===== config.mk =====
export PLATFORM = sky130hd
export DESIGN_NAME = rescale_engine
export DESIGN_NICKNAME = d
export VERILOG_FILES = /design/src/rtl/rescale_pkg.sv /design/src/rtl/rescale_search.sv /design/src/rtl/rescale_decide.sv /design/src/rtl/rescale_ctrl.sv /design/src/rtl/rescale_engine.sv
export SDC_FILE = /design/constraint.sdc
export NUM_CORES = 1
export LEC_CHECK = 0
export BUFFER_PORTS_ARGS = -buffer_cell sky130_fd_sc_hd__buf_2
export CORE_MARGIN = 2
export CORE_UTILIZATION = 30
export DETAILED_ROUTE_END_ITERATION = 8
export GPL_TIMING_DRIVEN = 0
export HOLD_SLACK_MARGIN = 0.02
export PLACE_DENSITY_LB_ADDON = 0.15
export SYNTH_ARGS = -nofsm -noshare
export SYNTH_HDL_FRONTEND = slang
export SYNTH_SLANG_ARGS = --single-unit
export TNS_END_PERCENT = 5

===== constraint.sdc =====
create_clock -name clk -period 24.5 [get_ports clk]
set_input_delay 3.675 -clock clk [delete_from_list [all_inputs] [get_ports clk]]
set_output_delay 3.675 -clock clk [all_outputs]
set_load 0.1 [all_outputs]

===== src/rtl/rescale_pkg.sv =====
package rescale_pkg;
  typedef enum logic [0:0] {
    ST_IDLE = 1'b0,
    ST_SCAN = 1'b1
  } scan_state_t;
endpackage


===== src/rtl/rescale_search.sv =====
// Finds the bracketing pair of new-table entries around an estimate.
module rescale_search #(
  parameter int L  = 8,
  parameter int W  = 16,
  parameter int IW = $clog2(L)
) (
  input  logic [L*W-1:0] tbl,
  input  logic [W-1:0]   v,
  output logic [IW-1:0]  lo_idx,
  output logic [W-1:0]   lo_val,
  output logic [W-1:0]   hi_val,
  output logic           at_top
);
  localparam logic [IW-1:0] TOP = IW'(L - 1);

  function automatic logic [W-1:0] entry(input logic [L*W-1:0] t, input logic [IW-1:0] k);
    return t[k*W +: W];
  endfunction

  // Linear monotone search: last entry not above v.
  always_comb begin
    lo_idx = '0;
    for (int k = 1; k < L; k++) begin
      if (entry(tbl, IW'(k)) <= v) lo_idx = IW'(k);
    end
  end

  logic [IW-1:0] hi_idx;
  assign at_top = (lo_idx == TOP);
  assign hi_idx = at_top ? lo_idx : lo_idx + 1'b1;
  assign lo_val = entry(tbl, lo_idx);
  assign hi_val = entry(tbl, hi_idx);
endmodule


===== src/rtl/rescale_decide.sv =====
// Chooses the upper neighbour with probability (v-lo)/(hi-lo).
module rescale_decide #(
  parameter int W  = 16,
  parameter int RW = 8
) (
  input  logic [W-1:0]  v,
  input  logic [W-1:0]  lo_val,
  input  logic [W-1:0]  hi_val,
  input  logic          at_top,
  input  logic [RW-1:0] rnd,
  output logic          go_up
);
  localparam int PW = W + RW;

  // rnd/2^RW < diff/span  <=>  rnd*span < diff*2^RW ; no divider needed
  function automatic logic up_choice(input logic [W-1:0] val, input logic [W-1:0] lo,
                                     input logic [W-1:0] hi, input logic [RW-1:0] r);
    logic [W-1:0]  span;
    logic [W-1:0]  diff;
    logic [PW-1:0] lhs;
    logic [PW-1:0] rhs;
    span = hi - lo;
    diff = val - lo;
    lhs  = PW'(r) * PW'(span);
    rhs  = {diff, {RW{1'b0}}};
    return lhs < rhs;
  endfunction

  assign go_up = !at_top && up_choice(v, lo_val, hi_val, rnd);
endmodule


===== src/rtl/rescale_ctrl.sv =====
// Scan sequencer: read address counter, one-stage read pipeline, done pulse.
module rescale_ctrl
  import rescale_pkg::*;
#(
  parameter int N      = 16,
  parameter int L      = 8,
  parameter int THRESH = 6,
  parameter int IW     = $clog2(L),
  parameter int AW     = $clog2(N)
) (
  input  logic          clk,
  input  logic          rst_n,
  input  logic          inc_valid,
  input  logic [IW-1:0] inc_ptr,
  output logic [AW-1:0] rd_addr,
  output logic          s1_valid,
  output logic [AW-1:0] s1_addr,
  output logic          busy,
  output logic          done,
  output logic          tbl_sel
);
  localparam logic [AW-1:0] LAST = AW'(N - 1);

  scan_state_t   state;
  logic [AW-1:0] rd_idx;
  logic          start_evt;
  logic          last_rd;
  logic          last_wr;

  assign busy      = (state == ST_SCAN) || s1_valid;
  assign start_evt = !busy && inc_valid && (inc_ptr >= IW'(THRESH));
  assign last_rd   = (state == ST_SCAN) && (rd_idx == LAST);
  assign last_wr   = s1_valid && (s1_addr == LAST);
  assign rd_addr   = rd_idx;

  always_ff @(posedge clk or negedge rst_n) begin
    if (!rst_n) begin
      state    <= ST_IDLE;
      rd_idx   <= '0;
      s1_valid <= 1'b0;
      s1_addr  <= '0;
      done     <= 1'b0;
      tbl_sel  <= 1'b0;
    end else begin
      s1_valid <= (state == ST_SCAN);
      s1_addr  <= rd_idx;
      done     <= last_wr;
      if (last_wr) tbl_sel <= ~tbl_sel;
      case (state)
        ST_IDLE: begin
          rd_idx <= '0;
          if (start_evt) state <= ST_SCAN;
        end
        ST_SCAN: begin
          rd_idx <= rd_idx + 1'b1;
          if (last_rd) state <= ST_IDLE;
        end
        default: state <= ST_IDLE;
      endcase
    end
  end

  p_trigger_r2: assert property (@(posedge clk) disable iff (!rst_n)
    (!busy && inc_valid && inc_ptr >= IW'(THRESH)) |=> busy);

  p_done_pulse_r8: assert property (@(posedge clk) disable iff (!rst_n)
    done |=> !done);

  p_sel_flip_r8: assert property (@(posedge clk) disable iff (!rst_n)
    done |-> (tbl_sel != $past(tbl_sel)));
endmodule


===== src/rtl/rescale_engine.sv =====
module rescale_engine #(
  parameter int N      = 16,
  parameter int L      = 8,
  parameter int W      = 16,
  parameter int RW     = 8,
  parameter int THRESH = 6,
  parameter int IW     = $clog2(L),
  parameter int AW     = $clog2(N)
) (
  input  logic          clk,
  input  logic          rst_n,
  input  logic          inc_valid,
  input  logic [IW-1:0] inc_ptr,
  input  logic [L*W-1:0] old_table,
  input  logic [L*W-1:0] new_table,
  input  logic [RW-1:0] rnd,
  output logic [AW-1:0] ptr_rd_addr,
  input  logic [IW-1:0] ptr_rd_data,
  output logic          ptr_wr_en,
  output logic [AW-1:0] ptr_wr_addr,
  output logic [IW-1:0] ptr_wr_data,
  output logic          busy,
  output logic          done,
  output logic          tbl_sel
);
  localparam logic [IW-1:0] TOP = IW'(L - 1);

  function automatic logic [W-1:0] entry(input logic [L*W-1:0] t, input logic [IW-1:0] k);
    return t[k*W +: W];
  endfunction

  logic          s1_valid;
  logic [AW-1:0] s1_addr;
  logic [W-1:0]  old_val;
  logic [IW-1:0] lo_idx;
  logic [W-1:0]  lo_val;
  logic [W-1:0]  hi_val;
  logic          at_top;
  logic          go_up;

  rescale_ctrl #(.N(N), .L(L), .THRESH(THRESH), .IW(IW), .AW(AW)) ctrl_i (
    .clk(clk), .rst_n(rst_n), .inc_valid(inc_valid), .inc_ptr(inc_ptr),
    .rd_addr(ptr_rd_addr), .s1_valid(s1_valid), .s1_addr(s1_addr),
    .busy(busy), .done(done), .tbl_sel(tbl_sel)
  );

  assign old_val = entry(old_table, ptr_rd_data);

  rescale_search #(.L(L), .W(W), .IW(IW)) search_i (
    .tbl(new_table), .v(old_val), .lo_idx(lo_idx),
    .lo_val(lo_val), .hi_val(hi_val), .at_top(at_top)
  );

  rescale_decide #(.W(W), .RW(RW)) decide_i (
    .v(old_val), .lo_val(lo_val), .hi_val(hi_val),
    .at_top(at_top), .rnd(rnd), .go_up(go_up)
  );

  assign ptr_wr_en   = s1_valid;
  assign ptr_wr_addr = s1_addr;
  assign ptr_wr_data = lo_idx + IW'(go_up);

  // R4 is covered too: an exact match can only satisfy the first clause.
  p_bracket_r5: assert property (@(posedge clk) disable iff (!rst_n)
    ptr_wr_en |->
      ((entry(new_table, ptr_wr_data) <= old_val &&
        (ptr_wr_data == TOP || entry(new_table, ptr_wr_data + 1'b1) > old_val)) ||
       (entry(new_table, ptr_wr_data) > old_val && ptr_wr_data != '0 &&
        entry(new_table, ptr_wr_data - 1'b1) < old_val)));

  p_order_r3: assert property (@(posedge clk) disable iff (!rst_n)
    (ptr_wr_en && $past(ptr_wr_en)) |-> (ptr_wr_addr == $past(ptr_wr_addr) + 1'b1));

  p_hold_r9: assert property (@(posedge clk) disable iff (!rst_n)
    ptr_wr_en |-> busy);
endmodule


==> metrics <==
status=finished, final reports clean; mapped cell area=11600 um2; clk_skew=0.000997 ns; number of synthesized flops with an enable pin=0; Final Cycle Share=between 90% and 100%; CTS tree=built; DRT antenna net count=0; sequential area share after synthesis=approximately 2.6%; CP Capture Type=output port; CTS Root Cell=clkbuf_16; layout cells sized above 1=26.2%; wire per inst=22.1 um; Die Footprint=around 40000 um2; endpoints failing setup=0; hpwl dp=41.3 mm; Unique masters post-synth=72; slowest CP cell=mux2i_2; slowest stage delay, CP=0.68 ns; Arr. time, crit path=19.92 ns; Synth warnings=0; # port buffers=284; Worst Path Required=between 20 and 25 ns; clk_lat worst skew=around 0.23 ns; CP Class=in2out; Synth Register Bits=12; fill count=4077; dpl cells=approximately 2100; leading area contributor after synthesis=ha_1; final non-filler cell total=2135; initial DRC count=678; first-pass GRT wire length=71.6 mm; synthesized instance count=around 1300; via count=~11000; chip width=200 um; gp weighted congestion=a little over 0.9; Worst-Margin Slew=1.30 ns; clk slew on worst S/H paths=0.04 ns; via/cell ratio=5.30; initial antenna violation count=3; Achievable Freq=about 0.042 GHz; initial core utilization=30.6%; ys flop type=dfrtp_1; Longest Clk Path Bufs=2; number of global-route vias before repair=11856; GRT Total Usage=between 20% and 30%; Commonest cells post-synth=202 x ha_1, 133 x inv_1, 100 x mux2i_1; largest net degree at the start of global routing=13; largest cells by area after synthesis=ha_1 22%, fa_1 15%, mux2i_1 8.7%, mux4_2 6.2%, and2_1 4.9%; post-cts hold buffer count=0; H-tree Lvls=1; fin util=36.6%; most used cell, CP=a21oi_1; Hold WC Path Type=reg2reg; Final nets=2183; Slew headroom=10.7%; TritonCTS Buffers=3; element type at the critical path start=input pin; final wirelength=between 40 and 50 mm; # rows=71; Tmin final=23.60 ns; top-area cell type share of the netlist area=a little over a fifth; Area growth syn-to-layout=19.6%; setup_tns=0 ns; Syn Area/Cell=8.70 um2; count leader, synth=ha_1; Slew Viols, Final=0; max-cap check violation count=0; core outline area=37800 um2; die height=between 200 and 250 um; worst-path maximum fanout=11; total gr overflow=0; final hold viol count=0; clk sinks=12; post-CTS setup buffers=0; ys async rst share=100%; hold_ws=0.425 ns; Ports=approximately 290; 1st-pass router iterations=5; Post-Syn Nets=1890; RSZ-0062 raised after global routing=no; DRC Markers=0
final cells by class:
type,instances,area [um2],share of cell area [%]
diodes,3,7.51,0.0542
clock buffers,3,75.1,0.542
plain buffers,49,221,1.60
repair buffers,288,1460,10.6
flip-flops and latches,12,300,2.17
well taps,511,639,4.62
inverters,134,503,3.63
multi-input cells,1135,10600,76.8
through the flow:
| stage | worst slack (ns) | instance area (um2) |
|---|---|---|
| 2_1_floorplan | 3.13 | 11600 |
| 3_3_place_gp | -0.0290 | 13600 |
| 3_5_place_dp | 0.0421 | 13700 |
| 4_1_cts | 0.0156 | 13800 |
| 5_1_grt | 0.0141 | 13800 |
| 6_report | 0.904 | 13800 |
kinds of logic (layout without fill, tap and decap cells):
family	Yosys count	in the layout	share of synthesized area, %
AOI/OAI and AO/OA	275	275	15.5
muxes	178	178	19.4
other	0	3	0
buffers and inverters	183	474	6.22
xor gates and xnor gates	39	39	2.95
and+or+nand+nor	356	356	16.8
adders and majority gates	287	287	36.5
DFF	12	12	2.60
routing by layer:
layer | up-vias | GRT usage (%) | share of wire [%]
met5 | - | 0 | 0.034
met4 | 2 | 7.83 | 3.7
met3 | 55 | 1.99 | 4.9
met2 | 383 | 40.9 | 49
met1 | 5489 | 29.7 | 42
li1 | 5383 | - | -
final timing paths:
kind	cells after the start	start	to	slack, ns
min reg2reg	0	ctrl_i.rd_addr[1]	ctrl_i.s1_addr[1]	0.42
max reg2reg	3	ctrl_i.rd_addr[0]	ctrl_i.rd_addr[2]	23.40
max	62	ptr_rd_data[0]	ptr_wr_data[2]	0.90
max in group asynchronous	1	rst_n	ctrl_i.rd_addr[1]	20.97
min in group asynchronous	1	rst_n	ctrl_i.s1_addr[1]	3.31
min	0	ctrl_i.rd_addr[1]	ctrl_i.s1_addr[1]	0.42
worst max-delay path, delay by kind of cell:
family	cells	cell delay (ns)
AO/OA/AOI/OAI	21	4.42
XOR/XNOR	3	0.99
adder cells (fa/ha/maj)	12	4.48
buffers and inverters	10	3.16
multiplexers	2	1.27
AND/OR/NAND/NOR	14	1.85
cell usage in the layout, fill, tap and decap left out, types with 5 or more instances in the layout:
cell	netlist	routed
a211oi_1	10	10
a21boi_0	5	5
a21o_1	26	26
a21oi_1	65	65
a221oi_1	6	6
a31oi_1	13	13
and2_1	90	90
and3_1	7	7
and3b_1	6	6
buf_2	11	295
clkbuf_1	29	29
dfrtp_1	12	12
fa_1	85	85
ha_1	202	202
inv_1	133	133
mux2_2	44	44
mux2i_1	100	87
mux2i_2	1	11
mux4_2	32	32
nand2_1	95	95
nand2b_1	14	14
nand3_1	17	17
nand4_1	25	25
nor2_1	40	40
nor2b_1	26	26
nor3_1	9	9
o211ai_1	21	21
o21a_1	7	7
o21ai_0	72	72
o22ai_1	13	13
or3_1	6	6
xnor2_1	25	25
xor2_1	14	13
sequential cells by signal (all words and copies together) (netlist names):
register / cells
ctrl_i.tbl_sel: 1
ctrl_i.state: 1
ctrl_i.done: 1
ctrl_i.rd_addr: 4
ctrl_i.s1_valid: 1
ctrl_i.s1_addr: 4
what timing repair did:
item | in CTS | in global routing
endpoints found under the hold margin | 0 | 0
resized for setup | 0 | 20
setup endpoints to repair | 0 | 3
Power is left out: the tool's default activity adds up to more than one toggle a clock period on the data nets, which glitch-free logic cannot reach.
